<file path="src/rtl/mir_pkg.sv">
`timescale 1ns/1ps
package mir_pkg;
  localparam int DIM_W  = 5;
  localparam int ORD_W  = 3;
  localparam int IDX_W  = 3 * DIM_W;
  localparam int PROD_W = 3 * DIM_W + 1;

  typedef struct packed {
    logic [DIM_W-1:0] xc;
    logic [DIM_W-1:0] yc;
    logic [DIM_W-1:0] zc;
    logic [ORD_W-1:0] ord;
  } shape_cfg_t;

  // axis numbers: 0 = x, 1 = y, 2 = z
  typedef struct packed {
    logic [1:0] inner;
    logic [1:0] mid;
    logic [1:0] outer;
  } nest_t;

  function automatic nest_t decode_order(input logic [ORD_W-1:0] ord);
    nest_t n;
    case (ord)
      3'd1:    n = '{inner: 2'd1, mid: 2'd0, outer: 2'd2};
      3'd2:    n = '{inner: 2'd0, mid: 2'd2, outer: 2'd1};
      3'd3:    n = '{inner: 2'd2, mid: 2'd0, outer: 2'd1};
      3'd4:    n = '{inner: 2'd1, mid: 2'd2, outer: 2'd0};
      3'd5:    n = '{inner: 2'd2, mid: 2'd1, outer: 2'd0};
      default: n = '{inner: 2'd0, mid: 2'd1, outer: 2'd2};
    endcase
    return n;
  endfunction
endpackage

</file>
<file path="src/rtl/mir_cfg_bank.sv">
`timescale 1ns/1ps
module mir_cfg_bank
  import mir_pkg::*;
#(
  parameter int NSHAPE = 4,
  localparam int SEL_W = $clog2(NSHAPE)
) (
  input  logic             clk,
  input  logic             rst,
  input  logic             we,
  input  logic [SEL_W-1:0] sel,
  input  shape_cfg_t       wdata,
  output shape_cfg_t       cfg_o [NSHAPE]
);
  shape_cfg_t cfg_q [NSHAPE];

  always_ff @(posedge clk) begin
    if (rst) begin
      for (int i = 0; i < NSHAPE; i++) cfg_q[i] <= '0;
    end else if (we) begin
      cfg_q[sel] <= wdata;
    end
  end

  always_comb begin
    for (int i = 0; i < NSHAPE; i++) cfg_o[i] = cfg_q[i];
  end
endmodule

</file>
<file path="src/rtl/mir_step_ctrl.sv">
`timescale 1ns/1ps
module mir_step_ctrl
  import mir_pkg::*;
#(
  parameter int VL_W = 7
) (
  input  logic              clk,
  input  logic              rst,
  input  logic              start,
  input  logic              advance,
  input  logic [VL_W-1:0]   vl_i,
  input  logic [PROD_W-1:0] prod0_i,
  output logic              step_o,
  output logic              done_o
);
  logic              active_q;
  logic              done_q;
  logic [VL_W-1:0]   cnt_q;
  logic [VL_W-1:0]   last_q;
  logic [PROD_W-1:0] vl_ext;
  logic [PROD_W-1:0] lim;
  logic [VL_W-1:0]   last_c;
  logic [VL_W-1:0]   cnt_inc;

  assign vl_ext  = PROD_W'(vl_i);
  assign lim     = (prod0_i < vl_ext) ? prod0_i : vl_ext;
  assign last_c  = (lim == '0) ? '0 : VL_W'(lim - 1'b1);
  assign cnt_inc = cnt_q + 1'b1;
  assign step_o  = advance && active_q && !done_q && !start;

  always_ff @(posedge clk) begin
    if (rst) begin
      active_q <= 1'b0;
      done_q   <= 1'b0;
      cnt_q    <= '0;
      last_q   <= '0;
    end else if (start) begin
      active_q <= 1'b1;
      cnt_q    <= '0;
      last_q   <= last_c;
      done_q   <= (last_c == '0);
    end else if (step_o) begin
      cnt_q    <= cnt_inc;
      done_q   <= (cnt_inc == last_q);
    end
  end

  assign done_o = done_q;
endmodule

</file>
<file path="src/rtl/mir_walker.sv">
`timescale 1ns/1ps
module mir_walker
  import mir_pkg::*;
(
  input  logic             clk,
  input  logic             rst,
  input  shape_cfg_t       cfg,
  input  logic             start,
  input  logic             step,
  output logic [IDX_W-1:0] idx_o
);
  logic [DIM_W-1:0] cnt_q [3];
  logic [DIM_W-1:0] cnt_n [3];
  logic [DIM_W-1:0] top_v [3];
  logic [DIM_W:0]   xsz, ysz;
  logic [IDX_W-1:0] idx_n;
  nest_t            nest;

  assign top_v[0] = cfg.xc;
  assign top_v[1] = cfg.yc;
  assign top_v[2] = cfg.zc;
  assign nest     = decode_order(cfg.ord);
  assign xsz      = {1'b0, cfg.xc} + 1'b1;
  assign ysz      = {1'b0, cfg.yc} + 1'b1;

  always_comb begin
    for (int i = 0; i < 3; i++) cnt_n[i] = cnt_q[i];
    if (cnt_q[nest.inner] != top_v[nest.inner]) begin
      cnt_n[nest.inner] = cnt_q[nest.inner] + 1'b1;
    end else begin
      cnt_n[nest.inner] = '0;
      if (cnt_q[nest.mid] != top_v[nest.mid]) begin
        cnt_n[nest.mid] = cnt_q[nest.mid] + 1'b1;
      end else begin
        cnt_n[nest.mid] = '0;
        if (cnt_q[nest.outer] != top_v[nest.outer])
          cnt_n[nest.outer] = cnt_q[nest.outer] + 1'b1;
        else
          cnt_n[nest.outer] = '0;
      end
    end
  end

  assign idx_n = IDX_W'(cnt_n[0])
               + IDX_W'(xsz) * (IDX_W'(cnt_n[1]) + IDX_W'(ysz) * IDX_W'(cnt_n[2]));

  always_ff @(posedge clk) begin
    if (rst || start) begin
      for (int i = 0; i < 3; i++) cnt_q[i] <= '0;
      idx_o <= '0;
    end else if (step) begin
      for (int i = 0; i < 3; i++) cnt_q[i] <= cnt_n[i];
      idx_o <= idx_n;
    end
  end
endmodule

</file>
<file path="src/rtl/mir_remapper.sv">
`timescale 1ns/1ps
module mir_remapper
  import mir_pkg::*;
#(
  parameter int NSHAPE = 4,
  parameter int VL_W   = 7,
  localparam int SEL_W = $clog2(NSHAPE)
) (
  input  logic                    clk,
  input  logic                    rst,
  input  logic                    cfg_we,
  input  logic [SEL_W-1:0]        cfg_sel,
  input  logic [DIM_W-1:0]        cfg_xcode,
  input  logic [DIM_W-1:0]        cfg_ycode,
  input  logic [DIM_W-1:0]        cfg_zcode,
  input  logic [ORD_W-1:0]        cfg_order,
  input  logic                    start,
  input  logic                    advance,
  input  logic [VL_W-1:0]         vl_i,
  output logic [NSHAPE*IDX_W-1:0] idx_o,
  output logic                    done_o
);
  shape_cfg_t        wdata;
  shape_cfg_t        cfg [NSHAPE];
  logic              step;
  logic [PROD_W-1:0] prod0;

  assign wdata = '{xc: cfg_xcode, yc: cfg_ycode, zc: cfg_zcode, ord: cfg_order};

  mir_cfg_bank #(.NSHAPE(NSHAPE)) u_bank (
    .clk(clk), .rst(rst), .we(cfg_we), .sel(cfg_sel), .wdata(wdata), .cfg_o(cfg)
  );

  assign prod0 = (PROD_W'(cfg[0].xc) + 1'b1)
               * (PROD_W'(cfg[0].yc) + 1'b1)
               * (PROD_W'(cfg[0].zc) + 1'b1);

  mir_step_ctrl #(.VL_W(VL_W)) u_ctrl (
    .clk(clk), .rst(rst), .start(start), .advance(advance), .vl_i(vl_i),
    .prod0_i(prod0), .step_o(step), .done_o(done_o)
  );

  for (genvar s = 0; s < NSHAPE; s++) begin : g_walk
    mir_walker u_walk (
      .clk(clk), .rst(rst), .cfg(cfg[s]), .start(start), .step(step),
      .idx_o(idx_o[s*IDX_W +: IDX_W])
    );
  end
endmodule

</file>
<file path="config.mk">
export PLATFORM = sky130hd
export DESIGN_NAME = mir_remapper
export DESIGN_NICKNAME = d
export VERILOG_FILES = /design/src/rtl/mir_pkg.sv /design/src/rtl/mir_cfg_bank.sv /design/src/rtl/mir_step_ctrl.sv /design/src/rtl/mir_walker.sv /design/src/rtl/mir_remapper.sv
export SDC_FILE = /design/constraint.sdc
export NUM_CORES = 2
export LEC_CHECK = 0
export BUFFER_PORTS_ARGS = -buffer_cell sky130_fd_sc_hd__buf_4
export CAP_MARGIN = 20
export CORE_AREA = 4 4 233 235
export DETAILED_ROUTE_END_ITERATION = 10
export DIE_AREA = 0 0 237 239
export PLACE_DENSITY = 0.82
export SYNTH_ARGS = -nofsm -noshare
export SYNTH_HDL_FRONTEND = slang
export SYNTH_SLANG_ARGS = --single-unit
</file>
<file path="constraint.sdc">
create_clock -name clk -period 12.2 [get_ports clk]
set_clock_uncertainty 0.1 [all_clocks]
set_input_delay 0 -clock clk [delete_from_list [all_inputs] [get_ports clk]]
set_output_delay 0 -clock clk [all_outputs]
set_load 0.05 [all_outputs]
</file>
Word level (Yosys, flattened, before mapping)
Memory sizes are Yosys's and may differ from the RTL's.
Cells that the tools add are included.

cells by class
  bitwise gates (word level) = 48
  equal/unequal tests = 33
  magnitude comparators = 25
  add/sub/neg operators = 33
  multipliers = 10
  muxes and demuxes = 117
  reductions and logical operators = 23

operators by type and width
  operator                                                                       number
  5-bit 2-to-1 mux                                                               48
  15-bit AND                                                                     12
  15-bit bitwise mux                                                             12
  15-bit 2-to-1 mux                                                              12
  15-bit inverter                                                                12
  5-bit binary-select mux with 2-bit select                                      12
  5-bit demux with 2-bit select                                                  12
  6-bit case mux with 5 select lines                                             4
  5-bit by 1-bit adder with 6-bit output (second input constant)                 11
  5-bit by 1-bit adder with 5-bit output (second input constant)                 12
  5-bit by 15-bit adder with 15-bit output                                       4
  6-bit by 15-bit multiplier with 15-bit output                                  4
  5-bit inequality test                                                          12
  5-bit by 11-bit adder with 12-bit output                                       4
  6-bit by 5-bit multiplier with 11-bit output                                   4
  3-bit >= comparator (second input constant)                                    12
  3-bit by 1-bit less-than comparator with 1-bit output (second input constant)  12
  2-bit inverter with 3-bit output                                               12
  3-bit by 2-bit == test with 1-bit output (second input constant)               8
  3-bit == test (second input constant)                                          8
  18-bit 2-to-1 mux                                                              1
  18-bit OR reduction                                                            1
  16-bit logical NOT                                                             1
  16-bit by 7-bit less-than comparator with 1-bit output                         1
  other kinds (17)                                                               58

word-level totals
  logic and storage cells = 302
  bits in writable memories = 132
  register bits = 76
  input port bits = 32
  output and inout port bits = 61
  memories = 5

memory list
  name                    words  bits a word  rd ports  clocked after Yosys merged registers in  wr ports  line                text
  u_bank.cfg_q            4      18           4         0                                        4         mir_cfg_bank.sv:15  shape_cfg_t cfg_q [NSHAPE];
  g_walk[0].u_walk.cnt_q  3      5            6         0                                        3         mir_walker.sv:12    logic [DIM_W-1:0] cnt_q [3];
  g_walk[1].u_walk.cnt_q  3      5            6         0                                        3         mir_walker.sv:12
  g_walk[2].u_walk.cnt_q  3      5            6         0                                        3         mir_walker.sv:12
  g_walk[3].u_walk.cnt_q  3      5            6         0                                        3         mir_walker.sv:12

Logic depth before layout (Yosys ltp)
An unclocked memory read counts as a cell.

  depth after elaboration = 19
  depth in mapped cells = 46
  depth with buffers taken out = 43

Modules after synthesis
A second synthesis with hierarchy kept.

second synthesis, totals
  cells, all modules = 4419
  area, all modules = 36785.3 um^2

modules (own cells, without submodules)
  module                         cells an instance  area an instance (um^2)  instances
  mir_walker (g_walk[3].u_walk)  973                7759.9                   1
  mir_walker (g_walk[2].u_walk)  919                7253.2                   1
  mir_walker (g_walk[1].u_walk)  901                7213.2                   1
  mir_walker (g_walk[0].u_walk)  891                7136.8                   1
  mir_remapper                   402                3268.1                   1
  mir_cfg_bank                   158                2737.6                   1
  mir_step_ctrl                  175                1416.4                   1

Worst setup path before layout
Ideal clock, no wire load.

  path kind = register -> register
  from = mem u_bank.cfg_q[0][13] (netlist bit)
  to = reg u_ctrl.last_q[5]
  setup slack = 2.544 ns
  arrival time = 9.424 ns
  stages on the path, launching flop included = 39
  required time = 11.968 ns
  buffers on the path = 3
  cell sequence = edfxtp_1 > ha_1 > nand3_1 > xnor2_1 > clkbuf_1 > nand2_1 > fa_1 > fa_1 > fa_1 > inv_1 > ha_1 > a211oi_1 > o21bai_1 > a21oi_1 > xor2_1 > nor2_1 > fa_1 > fa_1 > [3 not listed] > ha_1 > clkbuf_1 > nor2b_1 > a221oi_1 > o211a_1 > nand4_1 > nor4b_1 > nand3_1 > mux2i_1 > buf_4 > mux2i_1 > ha_1 > nand2b_1 > nor3_1 > o21ai_0 > mux2_2 > o2111ai_1 > a21oi_1

RTL lines
  element               line                 text
  start, declared       mir_cfg_bank.sv:15
  end signal, assigned  mir_step_ctrl.sv:40  last_q <= last_c;
  end, declared         mir_step_ctrl.sv:19  logic [VL_W-1:0] last_q;

==> results.txt <==
Status = complete, no violations
Share of cells above drive strength 1 = 0.07048
Final Core Density = 0.6896
RSZ-0062 raised after global routing = no
Buffers and inverters on the worst path = 4
Design area = 36020 um2
Filler Cells Inserted = 4144
Period utilization = 0.9235
Final WL = 87.75 mm
Top post-synthesis cells by count = inv_1 (445), nor2_1 (375), nand2_1 (334)
Placed cell area = 34630 um2
Core area = 52240 um2
Die X = 237 um
Slew Viols, Final = 0
Pre-antenna DRT Iters = 8
CTS sink cnt = 208
Worst Hold End = u_bank.cfg_q[2][7]$_SDFFCE_PN0P_
Worst Path Required = 12.56 ns
Global route overflow = 0
Setup Buffers After CTS = 0
Maximum operating frequency = 0.08876 GHz
Skew-Pair Late Insertion Delay = 0.59 ns
Initial antenna violation count = 1
FF-to-FF Start = u_bank.cfg_q[0][14]$_SDFFCE_PN0P_
ANT cells = 0
Clock transition at path regs = 0.07 ns
Hold path cells = 3
Avg WL per Cell = 18.49 um
Critical path's top delay family = adder cells
Critical Path AT = 11.63 ns
Top Ports = 93
Post-synth net total = 4627
Worst IR drop on VDD = 0.0003924 V
Endpoint class of the critical path = flop
Slack of the worst reg-to-reg path = 0.93 ns
Syn_area_per_cell = 8.375 um2
Crit path max fanout = 9
Most common cell in the netlist = inv_1
Post-Synthesis Cells = 4016
Least-Margin Pin Slew = 1.137 ns
CP Launch Type = flop
CTS root buffer = clkbuf_16
Post-synth ARST share = 0
Dpl hpwl = 65.90 mm
P&R area growth vs syn = 7.102%
Worst path max stage delay = 0.72 ns
Mapped Area = 33630 um2
Final ANT Viol Nets = 0
Die Footprint = 56640 um2
R2R cell count = 36
Tightest Hold Check Type = in -> reg
CTS Buf Count = 28
Warning count from the yosys run = 0
Post-synthesis register bit count = 208
R2R Path End = u_ctrl.last_q[0]$_SDFFE_PP0P_
Area leader, netlist = fa_1
Drt initial violations = 2669
Final min period = 11.27 ns
Max Cap Viol = 0
Bufs on Longest Clock Path = 3
Std-Cell Rows = 84
Vias in the first global route = 28.64k
Post-synthesis cell type count = 99
Post-synth EDFFs = 132
Placer Congestion = 1.008
First-pass GRT wire length = 144.7 mm
Initial Util = 0.6439
Via count = 29.02k
Nets = 4648
Height of the die = 239 um
Slew headroom = 0.2365
Setup violators final = 0
Leak = 16.11 nW
Port Buf Inserts = 92
Most common cell on crit path = fa_1
Post-synth top area share = 0.1720
Post-route DRC = 0
CTS tree = done
Ranking of synthesized cells by area = fa_1 (17%), edfxtp_1 (12%), ha_1 (11%), inv_1 (5.0%), dfxtp_1 (4.5%)
Worst Path Class, Setup = reg -> reg
P per Cell Area = 286.0 nW/um2
GRT Total Usage = 0.3052
Register area share after synthesis = 0.1631
Hold_sp = cfg_zcode[4]
Fin. Hold Viols = 0
Drt via density = 6.115
Largest net degree at the start of global routing = 78
Synth Flop Type = edfxtp_1
Setup_tns = 0 ns
H-tree depth = 1
Crit path max-delay cell type = xnor2_1
[cells by family (layout without fill, tap and decap cells)]
family / Yosys count / count (layout) / share of synthesized area
and+or+nand+nor: 1405 / 1405 / 0.2072
buffers and inverters: 631 / 673 / 0.07786
adders and majority gates: 579 / 579 / 0.2799
AOI/OAI and AO/OA: 768 / 768 / 0.1543
xor gates and xnor gates: 280 / 280 / 0.07347
DFF: 208 / 208 / 0.1631
muxes: 145 / 145 / 0.04419
[report_power, final]
part	switching, mW	total (mW)	internal [mW]
registers	0.105	0.931	0.826
logic	4.91	8.45	3.54
clock network	0.378	0.926	0.548
[timing repair]
item                       in CTS  in global routing
hold buffers                   37                  0
resized for setup               0                  1
hold endpoints to repair      100                  0
setup endpoints to repair       0                  1
[cell usage in the layout (no fill, tap or decap), types with 67 or more instances in the layout]
master	Yosys	final
nor2_1	375	375
and2_1	171	171
nand2b_1	111	110
inv_1	445	444
xor2_1	129	129
ha_1	290	290
xnor2_1	150	150
o21ai_0	167	167
nor3_1	68	67
nand2_1	334	334
edfxtp_1	132	132
nand3_1	87	87
a21oi_1	169	169
buf_4	23	136
fa_1	289	289
dfxtp_1	76	76
mux2i_1	120	119
nor2b_1	96	95
[final cells by class]
cell class / count / area [um2] / share of cell area
Multi-Input combinational cell: 3177 / 25570 / 0.7098
Clock inverter: 22 / 289.0 / 0.008024
Timing Repair Buffer: 174 / 1411 / 0.03918
Inverter: 448 / 1682 / 0.04668
Tap cell: 688 / 860.8 / 0.02390
Sequential cell: 208 / 5485 / 0.1523
Clock buffer: 29 / 725.7 / 0.02015
[flip-flops by register name, summed over array words and instances (netlist names)]
| name | flops |
|---|---|
| u_bank.cfg_q | 72 |
| g_walk.u_walk.cnt_q | 60 |
| g_walk.u_walk.idx_o | 60 |
| u_ctrl.cnt_q | 7 |
| u_ctrl.last_q | 7 |
| u_ctrl.active_q | 1 |
| u_ctrl.done_o | 1 |
[per-layer routing]
metal  track usage  up-vias  share of wire
li1              -    13652              -
met1        0.4106    13868           0.42
met2        0.5059     1262           0.47
met3       0.04211      240          0.081
met4        0.1148        0          0.038
met5             0        -              0
[worst min-delay path: cells and delay by family]
family / cells / cell delay (ns)
buf+inv: 2 / 0.69
simple gates: 1 / 0.12
[through the flow]
step | worst slack (ns) | std cells | power, mW | hold WS (ns)
2_1_floorplan | 2.544 | 4016 | 7.450 | 0.09815
3_3_place_gp | 1.216 | 4658 | 8.912 | 0.2172
3_5_place_dp | 1.198 | 4658 | 9.166 | 0.2204
4_1_cts | 0.9799 | 4746 | 10.23 | 0.2065
5_1_grt | 0.04583 | 4746 | 11.54 | 0.2318
6_report | 0.9335 | 4746 | 10.30 | 0.2390
[worst max-delay path by stage]
stage | start | cells after the start | end | slack [ns]
after global routing | u_bank.cfg_q[0][8]$_SDFFCE_PN0P_ | 36 | u_ctrl.last_q[0]$_SDFFE_PP0P_ | 0.05
final | u_bank.cfg_q[0][14]$_SDFFCE_PN0P_ | 36 | u_ctrl.last_q[0]$_SDFFE_PP0P_ | 0.93
after global placement | u_bank.cfg_q[3][2]$_DFFE_PP_ | 38 | g_walk[3].u_walk.idx_o[14]$_SDFFE_PP0P_ | 1.22
after CTS | u_bank.cfg_q[0][8]$_SDFFCE_PN0P_ | 36 | u_ctrl.last_q[0]$_SDFFE_PP0P_ | 0.98
after detailed placement | u_bank.cfg_q[3][1]$_DFFE_PP_ | 38 | g_walk[3].u_walk.idx_o[14]$_SDFFE_PP0P_ | 1.20
after floorplan | u_bank.cfg_q[0][13]$_SDFFCE_PN0P_ | 38 | u_ctrl.last_q[5]$_SDFFE_PP0P_ | 2.54
No activity file was read; power rests on OpenSTA's default activity.
